$ cat config.mk
export PLATFORM = sky130hd
export DESIGN_NAME = pwr_rst_supervisor
export DESIGN_NICKNAME = d
export VERILOG_FILES = /design/src/rtl/rst_sup_pkg.sv /design/src/rtl/ext_rst_filter.sv /design/src/rtl/rst_stretch.sv /design/src/rtl/standby_guard.sv /design/src/rtl/pwr_rst_supervisor.sv
export SDC_FILE = /design/constraint.sdc
export NUM_CORES = 1
export LEC_CHECK = 0
export BUFFER_PORTS_ARGS = -buffer_cell sky130_fd_sc_hd__buf_2
export CORE_ASPECT_RATIO = 1.2
export CORE_MARGIN = 4
export CORE_UTILIZATION = 40
export CTS_CLUSTER_DIAMETER = 100
export DETAILED_ROUTE_END_ITERATION = 10
export MAX_ROUTING_LAYER = met4
export PLACE_DENSITY = 0.66
export SYNTH_ARGS = -nofsm -noshare
export SYNTH_HDL_FRONTEND = slang
export SYNTH_SLANG_ARGS = --single-unit
$ cat constraint.sdc
create_clock -name clk_i -period 2.1 [get_ports clk_i]
set_clock_uncertainty 0.1 [all_clocks]
set_input_delay 0.21 -clock clk_i [delete_from_list [all_inputs] [get_ports clk_i]]
set_output_delay 0.21 -clock clk_i [all_outputs]
set_load 0.03 [all_outputs]
$ cat src/rtl/rst_sup_pkg.sv
`timescale 1ns/1ps
package rst_sup_pkg;
  typedef enum logic {
    BTN_IDLE = 1'b0,
    BTN_HELD = 1'b1
  } btn_e;

  localparam int MinSyncStages = 1;
endpackage

$ cat src/rtl/ext_rst_filter.sv
`timescale 1ns/1ps
module ext_rst_filter
  import rst_sup_pkg::*;
#(
  parameter int SYNC_STAGES = 2,
  parameter int CNT_W       = 8
) (
  input  logic             clk_i,
  input  logic             rst_ni,
  input  logic             raw_i,
  input  logic [CNT_W-1:0] len_i,
  output logic             held_o
);
  localparam int Stages = (SYNC_STAGES < MinSyncStages) ? MinSyncStages : SYNC_STAGES;

  logic [Stages-1:0] sync_q;
  logic              samp;
  logic [CNT_W-1:0]  cnt_q;
  logic [CNT_W-1:0]  lim_m1;
  btn_e              state_q;

  generate
    if (Stages == 1) begin : g_sync1
      always_ff @(posedge clk_i or negedge rst_ni) begin
        if (!rst_ni) sync_q <= '0;
        else         sync_q <= raw_i;
      end
    end else begin : g_syncn
      always_ff @(posedge clk_i or negedge rst_ni) begin
        if (!rst_ni) sync_q <= '0;
        else         sync_q <= {sync_q[Stages-2:0], raw_i};
      end
    end
  endgenerate

  assign samp   = sync_q[Stages-1];
  // zero length behaves as one
  assign lim_m1 = (len_i == '0) ? '0 : len_i - 1'b1;

  always_ff @(posedge clk_i or negedge rst_ni) begin
    if (!rst_ni) begin
      state_q <= BTN_IDLE;
      cnt_q   <= '0;
    end else if (samp != logic'(state_q)) begin
      if (cnt_q == lim_m1) begin
        state_q <= btn_e'(samp);
        cnt_q   <= '0;
      end else begin
        cnt_q <= cnt_q + 1'b1;
      end
    end else begin
      cnt_q <= '0;
    end
  end

  assign held_o = (state_q == BTN_HELD);
endmodule

$ cat src/rtl/rst_stretch.sv
`timescale 1ns/1ps
module rst_stretch #(
  parameter int LEN_W = 8
) (
  input  logic             clk_i,
  input  logic             rst_ni,
  input  logic             cause_i,
  input  logic [LEN_W-1:0] len_i,
  output logic             act_o
);
  logic [LEN_W-1:0] cnt_q;
  logic             act_q;

  // reload while any cause is present; count down once all are gone
  always_ff @(posedge clk_i or negedge rst_ni) begin
    if (!rst_ni) begin
      cnt_q <= '0;
      act_q <= 1'b1;
    end else if (cause_i) begin
      cnt_q <= len_i;
      act_q <= 1'b1;
    end else if (cnt_q != '0) begin
      cnt_q <= cnt_q - 1'b1;
      act_q <= 1'b1;
    end else begin
      act_q <= 1'b0;
    end
  end

  assign act_o = act_q;
endmodule

$ cat src/rtl/standby_guard.sv
`timescale 1ns/1ps
module standby_guard #(
  parameter int NUM_CS   = 4,
  parameter int CS_SEL_W = 2
) (
  input  logic                standby_i,
  input  logic                we_i,
  output logic                we_o,
  input  logic [NUM_CS-1:0]   cs_n_i,
  input  logic [CS_SEL_W-1:0] sel_i,
  output logic [NUM_CS-1:0]   cs_n_o
);
  assign we_o = we_i & ~standby_i;

  // purely combinational: no clock between the flag and the pins
  generate
    for (genvar g = 0; g < NUM_CS; g++) begin : g_cs
      assign cs_n_o[g] = cs_n_i[g] | (standby_i & (sel_i == CS_SEL_W'(g)));
    end
  endgenerate
endmodule

$ cat src/rtl/pwr_rst_supervisor.sv
`timescale 1ns/1ps
module pwr_rst_supervisor #(
  parameter int NUM_CS      = 4,
  parameter int CS_SEL_W    = (NUM_CS > 1) ? $clog2(NUM_CS) : 1,
  parameter int DB_W        = 8,
  parameter int LEN_W       = 8,
  parameter int SYNC_STAGES = 2
) (
  input  logic                clk_i,
  input  logic                rst_ni,
  input  logic                cfg_valid_i,
  input  logic                cfg_rst_high_i,
  input  logic [DB_W-1:0]     cfg_db_len_i,
  input  logic [LEN_W-1:0]    cfg_rst_len_i,
  input  logic                low_supply_i,
  input  logic                standby_i,
  input  logic                ext_rst_i,
  input  logic                sram_we_i,
  output logic                sram_we_o,
  input  logic [NUM_CS-1:0]   cs_n_i,
  input  logic [CS_SEL_W-1:0] cs_sel_i,
  output logic [NUM_CS-1:0]   cs_n_o,
  output logic                sys_rst_o
);
  logic ext_held;
  logic rst_cause;
  logic rst_act;

  ext_rst_filter #(
    .SYNC_STAGES(SYNC_STAGES),
    .CNT_W      (DB_W)
  ) u_filter (
    .clk_i (clk_i),
    .rst_ni(rst_ni),
    .raw_i (ext_rst_i),
    .len_i (cfg_db_len_i),
    .held_o(ext_held)
  );

  assign rst_cause = low_supply_i | ~cfg_valid_i | ext_held;

  rst_stretch #(
    .LEN_W(LEN_W)
  ) u_stretch (
    .clk_i  (clk_i),
    .rst_ni (rst_ni),
    .cause_i(rst_cause),
    .len_i  (cfg_rst_len_i),
    .act_o  (rst_act)
  );

  assign sys_rst_o = cfg_rst_high_i ? rst_act : ~rst_act;

  standby_guard #(
    .NUM_CS  (NUM_CS),
    .CS_SEL_W(CS_SEL_W)
  ) u_guard (
    .standby_i(standby_i),
    .we_i     (sram_we_i),
    .we_o     (sram_we_o),
    .cs_n_i   (cs_n_i),
    .sel_i    (cs_sel_i),
    .cs_n_o   (cs_n_o)
  );
endmodule

==> results.json, run 1 <==
{
  "status": "finished clean",
  "clk_pin_slew_ns": 0.10,
  "worstPathMaxFanout": 7,
  "layout_min_cycle_time_ns": 2.07,
  "maxSlewHeadroom": 0.715,
  "track_usage": 0.167,
  "die_x_um": 60.9,
  "start_util": 0.428,
  "grt_start_max_net_pins": 21,
  "crit_type": "input pin to flop",
  "synth-compound-area-share": 0.165,
  "maxCapViolCount": 0,
  "clkSinkCount": 20,
  "synthToLayoutAreaGrowth_pct": 41.3,
  "design.die.area_sq_mm": 0.00435,
  "period_share": 0.985,
  "placed_cell_area_sq_mm": 0.00176,
  "fill_cells": 296,
  "portBuffers": 35,
  "synthTopCellsByArea": "dfrtp_1, xnor2_1, nor2_1, xor2_1, o21ai_0",
  "clock.fmax_mhz": 483,
  "holdWs_ns": 0.00997,
  "num_vias": 1282,
  "syn_area_per_cell_sq_um": 9.02,
  "first_global_vias": 1366,
  "wl_per_cell_um": 12.8,
  "tightest_slew_ns": 0.427,
  "finalWeightedCongestion": 0.850,
  "synth-main-ff-cell": "dfrtp_1",
  "power_density_mw_per_mm2": 595,
  "cts_buffers": 3,
  "clkLatencyLatePin_ns": 0.30,
  "grt-ovfl-total": 0,
  "synth_top_cell_by_area": "dfrtp_1",
  "final_common_cell": "buf_2",
  "core_sq_mm": 0.00314,
  "synth.distinct_cells": 45,
  "drive_gt1_frac": 0.393,
  "setup_ws_ns": 0.0310,
  "fin_area_sq_mm": 0.00190,
  "ctsRootBufferMaster": "clkbuf_4",
  "power.leakage_nw": 0.839,
  "antenna-diode-count": 0,
  "grt_first_pass_wirelength_um": 5440,
  "cts_tree": "yes",
  "drt-initial-drc-count": 22,
  "synth_adder_area_share": 0.0279,
  "design.portCount": 36,
  "routed_via_density": 5.19,
  "maxSlewViolCount": 0,
  "irDropWorstVdd_uv": 487,
  "synth_mux_area_frac": 0.0307,
  "async_flop_share": 1.00,
  "finalSetupViolations": 0,
  "routed_wl_um": 3160,
  "yosys.area_share.simple": 0.275,
  "ant_nets": 0,
  "synth_seq_area_share": 0.373,
  "synth.yosys.warnings": 0,
  "die_h_um": 71.5,
  "mostFrequentLayoutCells": "buf_2, buf_4, dfrtp_1",
  "place_ws_ns": -0.485,
  "final_util": 0.605,
  "syn-num-nets": 182,
  "synth-seq-cells": 20,
  "syn_inst": 149,
  "endpoint_kind": "flop",
  "synth_top_area_frac": 0.354,
  "synth_top_family_by_area": "simple AND/OR/NAND/NOR gates",
  "drt-pass1-iter-count": 4,
  "hpwl_um": 2600,
  "clk_path_buf_depth": 2,
  "hold_viol_final": 0,
  "num_rows": 22,
  "postCtsSetupRepairBufs": 0,
  "htree_levels": 1,
  "startpoint_type": "input pin",
  "nNetsFinal": 245,
  "cp.arrival_ns": 2.16,
  "antenna_found_initial": 0,
  "hold_class": "input pin to flop",
  "drc_errors": 0,
  "synth-xor-area-share": 0.0978,
  "syn-cell-area_sq_mm": 0.00134,
  "synth_edf_count": 0,
  "critPathRequiredTime_ns": 2.19
}
==> synth_stat cells, types with 2 or more instances <==
library cell and number:
nor3_1 8, or3_1 2, and3_1 2, xnor2_1 9, nor2b_1 4, o21bai_1 4, or4_1 2, or3b_2 2
nand2b_1 4, mux2i_1 3, nor4_1 3, a21oi_1 4, nand3_1 4, nor2_1 16, nand2_1 12, o21ai_0 10
dfrtp_1 19, xor2_1 6, inv_1 7, ha_1 3
==> worst max-delay path, cell delays in order <==
cell and delay [ns]:
buf_8 0.10, inv_6 0.04, ha_4 0.12, or3b_4 0.42, or4b_1 0.55, nand3_2 0.11
nand4_4 0.13, nor3_2 0.15, mux2_4 0.31
==> layout make-up <==
class / instances / area, sq um / share of cell area
clock buffer: 4 / 36.3 / 0.0191
inverter: 7 / 43.8 / 0.0231
multi-input combinational: 120 / 878 / 0.462
tap: 36 / 45.0 / 0.0237
timing repair buffer: 60 / 394 / 0.208
sequential: 20 / 502 / 0.264
==> power breakdown <==
part	switching, W	internal, W
clock network	0.000111	0.000106
logic	0.000220	0.000230
registers	0.0000351	0.000428
total	0.000366	0.000764
==> flip-flops by register name, summed over array words and instances, names as in the netlist <==
register and flops:
u_filter.cnt_q 8, u_stretch.cnt_q 8, u_filter.sync_q 2, u_filter.held_o 1, u_stretch.act_o 1
==> cell families after synthesis <==
kind of cell               Yosys count
DFF                                 20
and+or+nand+nor                     67
AOI/OAI and AO/OA                   31
muxes                                4
xor gates and xnor gates            15
adders and majority gates            3
buffers and inverters                9
==> path summary, 6_finish.rpt <==
| kind | slack, ns | end | cells after the start | from |
|---|---|---|---|---|
| setup / recovery | 0.03 | u_filter.held_o | 9 | cfg_db_len_i[0] |
| hold / removal | 0.01 | u_stretch.cnt_q[3] | 3 | cfg_rst_len_i[3] |
| setup reg to reg | 0.13 | u_filter.held_o | 7 | u_filter.cnt_q[2] |
| hold reg to reg | 0.27 | u_filter.sync_q[1] | 0 | u_filter.sync_q[0] |
| max in group asynchronous | 1.30 | u_stretch.act_o | 2 | rst_ni |
| min in group asynchronous | 0.27 | u_stretch.cnt_q[3] | 2 | rst_ni |
==> layer usage <==
metal / GRT usage / vias to the layer above / routed length (um)
met5: - / - / 0
met4: 0.0795 / 0 / 102
met3: 0.0162 / 10 / 94
met2: 0.304 / 25 / 1780
met1: 0.171 / 589 / 1180
li1: - / 658 / -
==> through the flow <==
step | cells | total power, W | setup TNS (ns)
finish | 247 | 0.00113 | 0
CTS | 246 | 0.00113 | -0.0306
global route | 247 | 0.00123 | -0.00729
detailed placement | 240 | 0.000892 | -3.75
global placement | 240 | 0.000868 | -2.88
floorplan | 149 | 0.000702 | -1.11
==> timing repair <==
| action | 4_1_cts | 5_1_grt |
|---|---|---|
| hold buffers | 2 | 1 |
| pin swaps | 4 | 2 |
| gates resized for setup | 10 | 7 |
| endpoints found under the hold margin | 20 | 1 |
| endpoints found under the setup margin | 9 | 2 |
(Power assumes the default switching activity.)
==> run 2, diff against run 1 <==
--- a/config.mk
+++ b/config.mk
@@ -13,2 +13,3 @@
 export DETAILED_ROUTE_END_ITERATION = 10
+export HOLD_SLACK_MARGIN = 0.12
 export MAX_ROUTING_LAYER = met4
--- a/constraint.sdc
+++ b/constraint.sdc
@@ -4,2 +4,2 @@
 set_output_delay 0.21 -clock clk_i [all_outputs]
-set_load 0.03 [all_outputs]
+set_load 0.05 [all_outputs]
==> run 2 against run 1 <==
Net effect: clock power up 2%; die area stayed put; combinational power up 5.1%; clock-buffer cell count unchanged; critical path depth unchanged; via count is 2.7% higher; sequential share of layout area is 1.1 points lower.
==> results.json, run 2 (synthesis gave the netlist of run 1 again) <==
{
  "status": "finished clean",
  "drive_gt1_frac": 0.379,
  "hold_viol_final": 0,
  "rrSetupSlack_ns": 0.14,
  "routed_wl_um": 3280,
  "crit_type": "input pin to flop",
  "irDropWorstVdd_uv": 492,
  "grt-ovfl-total": 0,
  "routed_via_density": 5.16,
  "use_met1": 0.179,
  "die_h_um": 71.5,
  "antenna_found_initial": 0,
  "endpoint_kind": "flop",
  "hold_depth": 3,
  "cts_tree": "yes",
  "min_from": "cfg_valid_i",
  "synthToLayoutAreaGrowth_pct": 47.3,
  "die_x_um": 60.9,
  "maxSlewHeadroom": 0.713,
  "antenna-diode-count": 0,
  "maxCapViolCount": 0,
  "hpwl_um": 2600,
  "grt_first_pass_wirelength_um": 5660,
  "final_common_cell": "buf_2",
  "dp_cells": 240,
  "drc_errors": 0,
  "tightest_slew_ns": 0.430,
  "timing.setup.tns_ns": 0,
  "seqCellArea_sq_um": 502,
  "first_global_vias": 1410,
  "mostFrequentLayoutCells": "buf_2, buf_4, dfrtp_1",
  "path_buf_inv": 2,
  "design.portCount": 36,
  "multi_input_area_sq_um": 878,
  "ant_nets": 0,
  "hold_end": "u_stretch.act_o",
  "r2r_end": "u_filter.held_o",
  "startpoint_type": "input pin",
  "clkLatencyLatePin_ns": 0.30,
  "ctsRootBufferMaster": "clkbuf_4",
  "power.leakage_nw": 0.872,
  "cp_cell_sequence": "buf_8, inv_6, ha_4, or3b_4, or4b_1, nand3_2, nand4_4, nor3_2, mux2_4",
  "hold_class": "input pin to flop",
  "clock.fmax_mhz": 486,
  "largestRegisters": "u_filter.cnt_q x8, u_stretch.cnt_q x8, u_filter.sync_q x2",
  "drt-initial-drc-count": 35,
  "postCtsSetupRepairBufs": 0,
  "drt-pass1-iter-count": 4,
  "grtUsageMet2": 0.320,
  "cts_buffers": 3,
  "finalSetupViolations": 0,
  "design.die.area_sq_mm": 0.00435,
  "r2r_start": "u_filter.cnt_q[2]",
  "critPathRequiredTime_ns": 2.20,
  "top_usage_layer": "met2",
  "slowest_stage": "or4b_1",
  "cp.arrival_ns": 2.16,
  "fill_cells": 287,
  "slowest_delay_ns": 0.55,
  "grt_start_max_net_pins": 21,
  "track_usage": 0.172,
  "clk_path_buf_depth": 2,
  "portBuffers": 35,
  "core_sq_mm": 0.00314,
  "finalWeightedCongestion": 0.850,
  "start_util": 0.428,
  "cpLargestDelayFamily": "simple AND/OR/NAND/NOR gates",
  "period_share": 0.980,
  "layout_min_cycle_time_ns": 2.06,
  "num_vias": 1317,
  "wl_per_cell_um": 12.8,
  "power_density_mw_per_mm2": 585,
  "worstSetupStartpoint": "cfg_db_len_i[0]",
  "num_rows": 22,
  "worstPathMaxFanout": 7,
  "clkSinkCount": 20,
  "clk_pin_slew_ns": 0.11,
  "htree_levels": 1,
  "met3_usage": 0.0108,
  "maxSlewViolCount": 0,
  "fin_cells": 255,
  "r2r_cells": 7,
  "nNetsFinal": 253
}
run 2: cell count changes in the layout (fill, tap and decap cells not counted):
cell / previous run / this run
dlygate4sd3_1: 3 / 11
run 2: layout make-up:
| class | count | share of cell area |
|---|---|---|
| multi-input combinational | 120 | 0.444 |
| sequential | 20 | 0.253 |
| timing repair buffer | 68 | 0.240 |
| tap | 36 | 0.0228 |
| inverter | 7 | 0.0221 |
| clock buffer | 4 | 0.0183 |
run 2: metrics by stage:
stage	instance area, sq um	setup WS (ns)	util	hold slack, ns	total power (W)
4_1_cts	1950	-0.0306	0.621	0.132	0.00115
3_5_place_dp	1760	-0.485	0.562	0.0791	0.000903
2_1_floorplan	1390	-0.199	-	-0.186	0.000713
6_report	1980	0.0421	0.631	0.137	0.00116
3_3_place_gp	1760	-0.376	0.562	0.0728	0.000878
5_1_grt	1980	-0.0119	0.631	0.156	0.00125
run 2: metal layers:
metal  vias to the layer above  part of all wire
met5                         -                 0
met2                        24              0.57
met3                         9             0.030
met1                       611              0.37
li1                        673                 -
met4                         0             0.029
run 2: worst reg2reg max path, stage by stage, from the launching register on:
cell and delay, ns:
dfrtp_1 0.40, or3b_4 0.40, o2bb2ai_2 0.14, o32ai_2 0.11, buf_4 0.16, nand4_4 0.09, nor3_2 0.15, mux2_4 0.31
run 2: worst max path at each step:
stage	end	slack (ns)	cells past startpoint
2_1_floorplan	u_filter.held_o	-0.20	9
3_3_place_gp	u_filter.held_o	-0.38	11
3_5_place_dp	u_filter.held_o	-0.49	11
4_1_cts	u_filter.held_o	-0.03	11
5_1_grt	u_filter.held_o	-0.01	12
6_report	u_filter.held_o	0.04	9
run 2: power breakdown:
| part | switching [W] | internal [W] | leakage [nW] | total, W |
|---|---|---|---|---|
| clock network | 0.000116 | 0.000106 | 0.0210 | 0.000222 |
| registers | 0.0000352 | 0.000428 | 0.251 | 0.000463 |
| logic | 0.000233 | 0.000240 | 0.600 | 0.000473 |
run 2: repair_timing:
item                                   4_1_cts  5_1_grt
resized for setup                           10        7
endpoints found under the hold margin       30        0
setup endpoints to repair                    9        3
hold buffers                                11        0
pin swaps                                    4        2
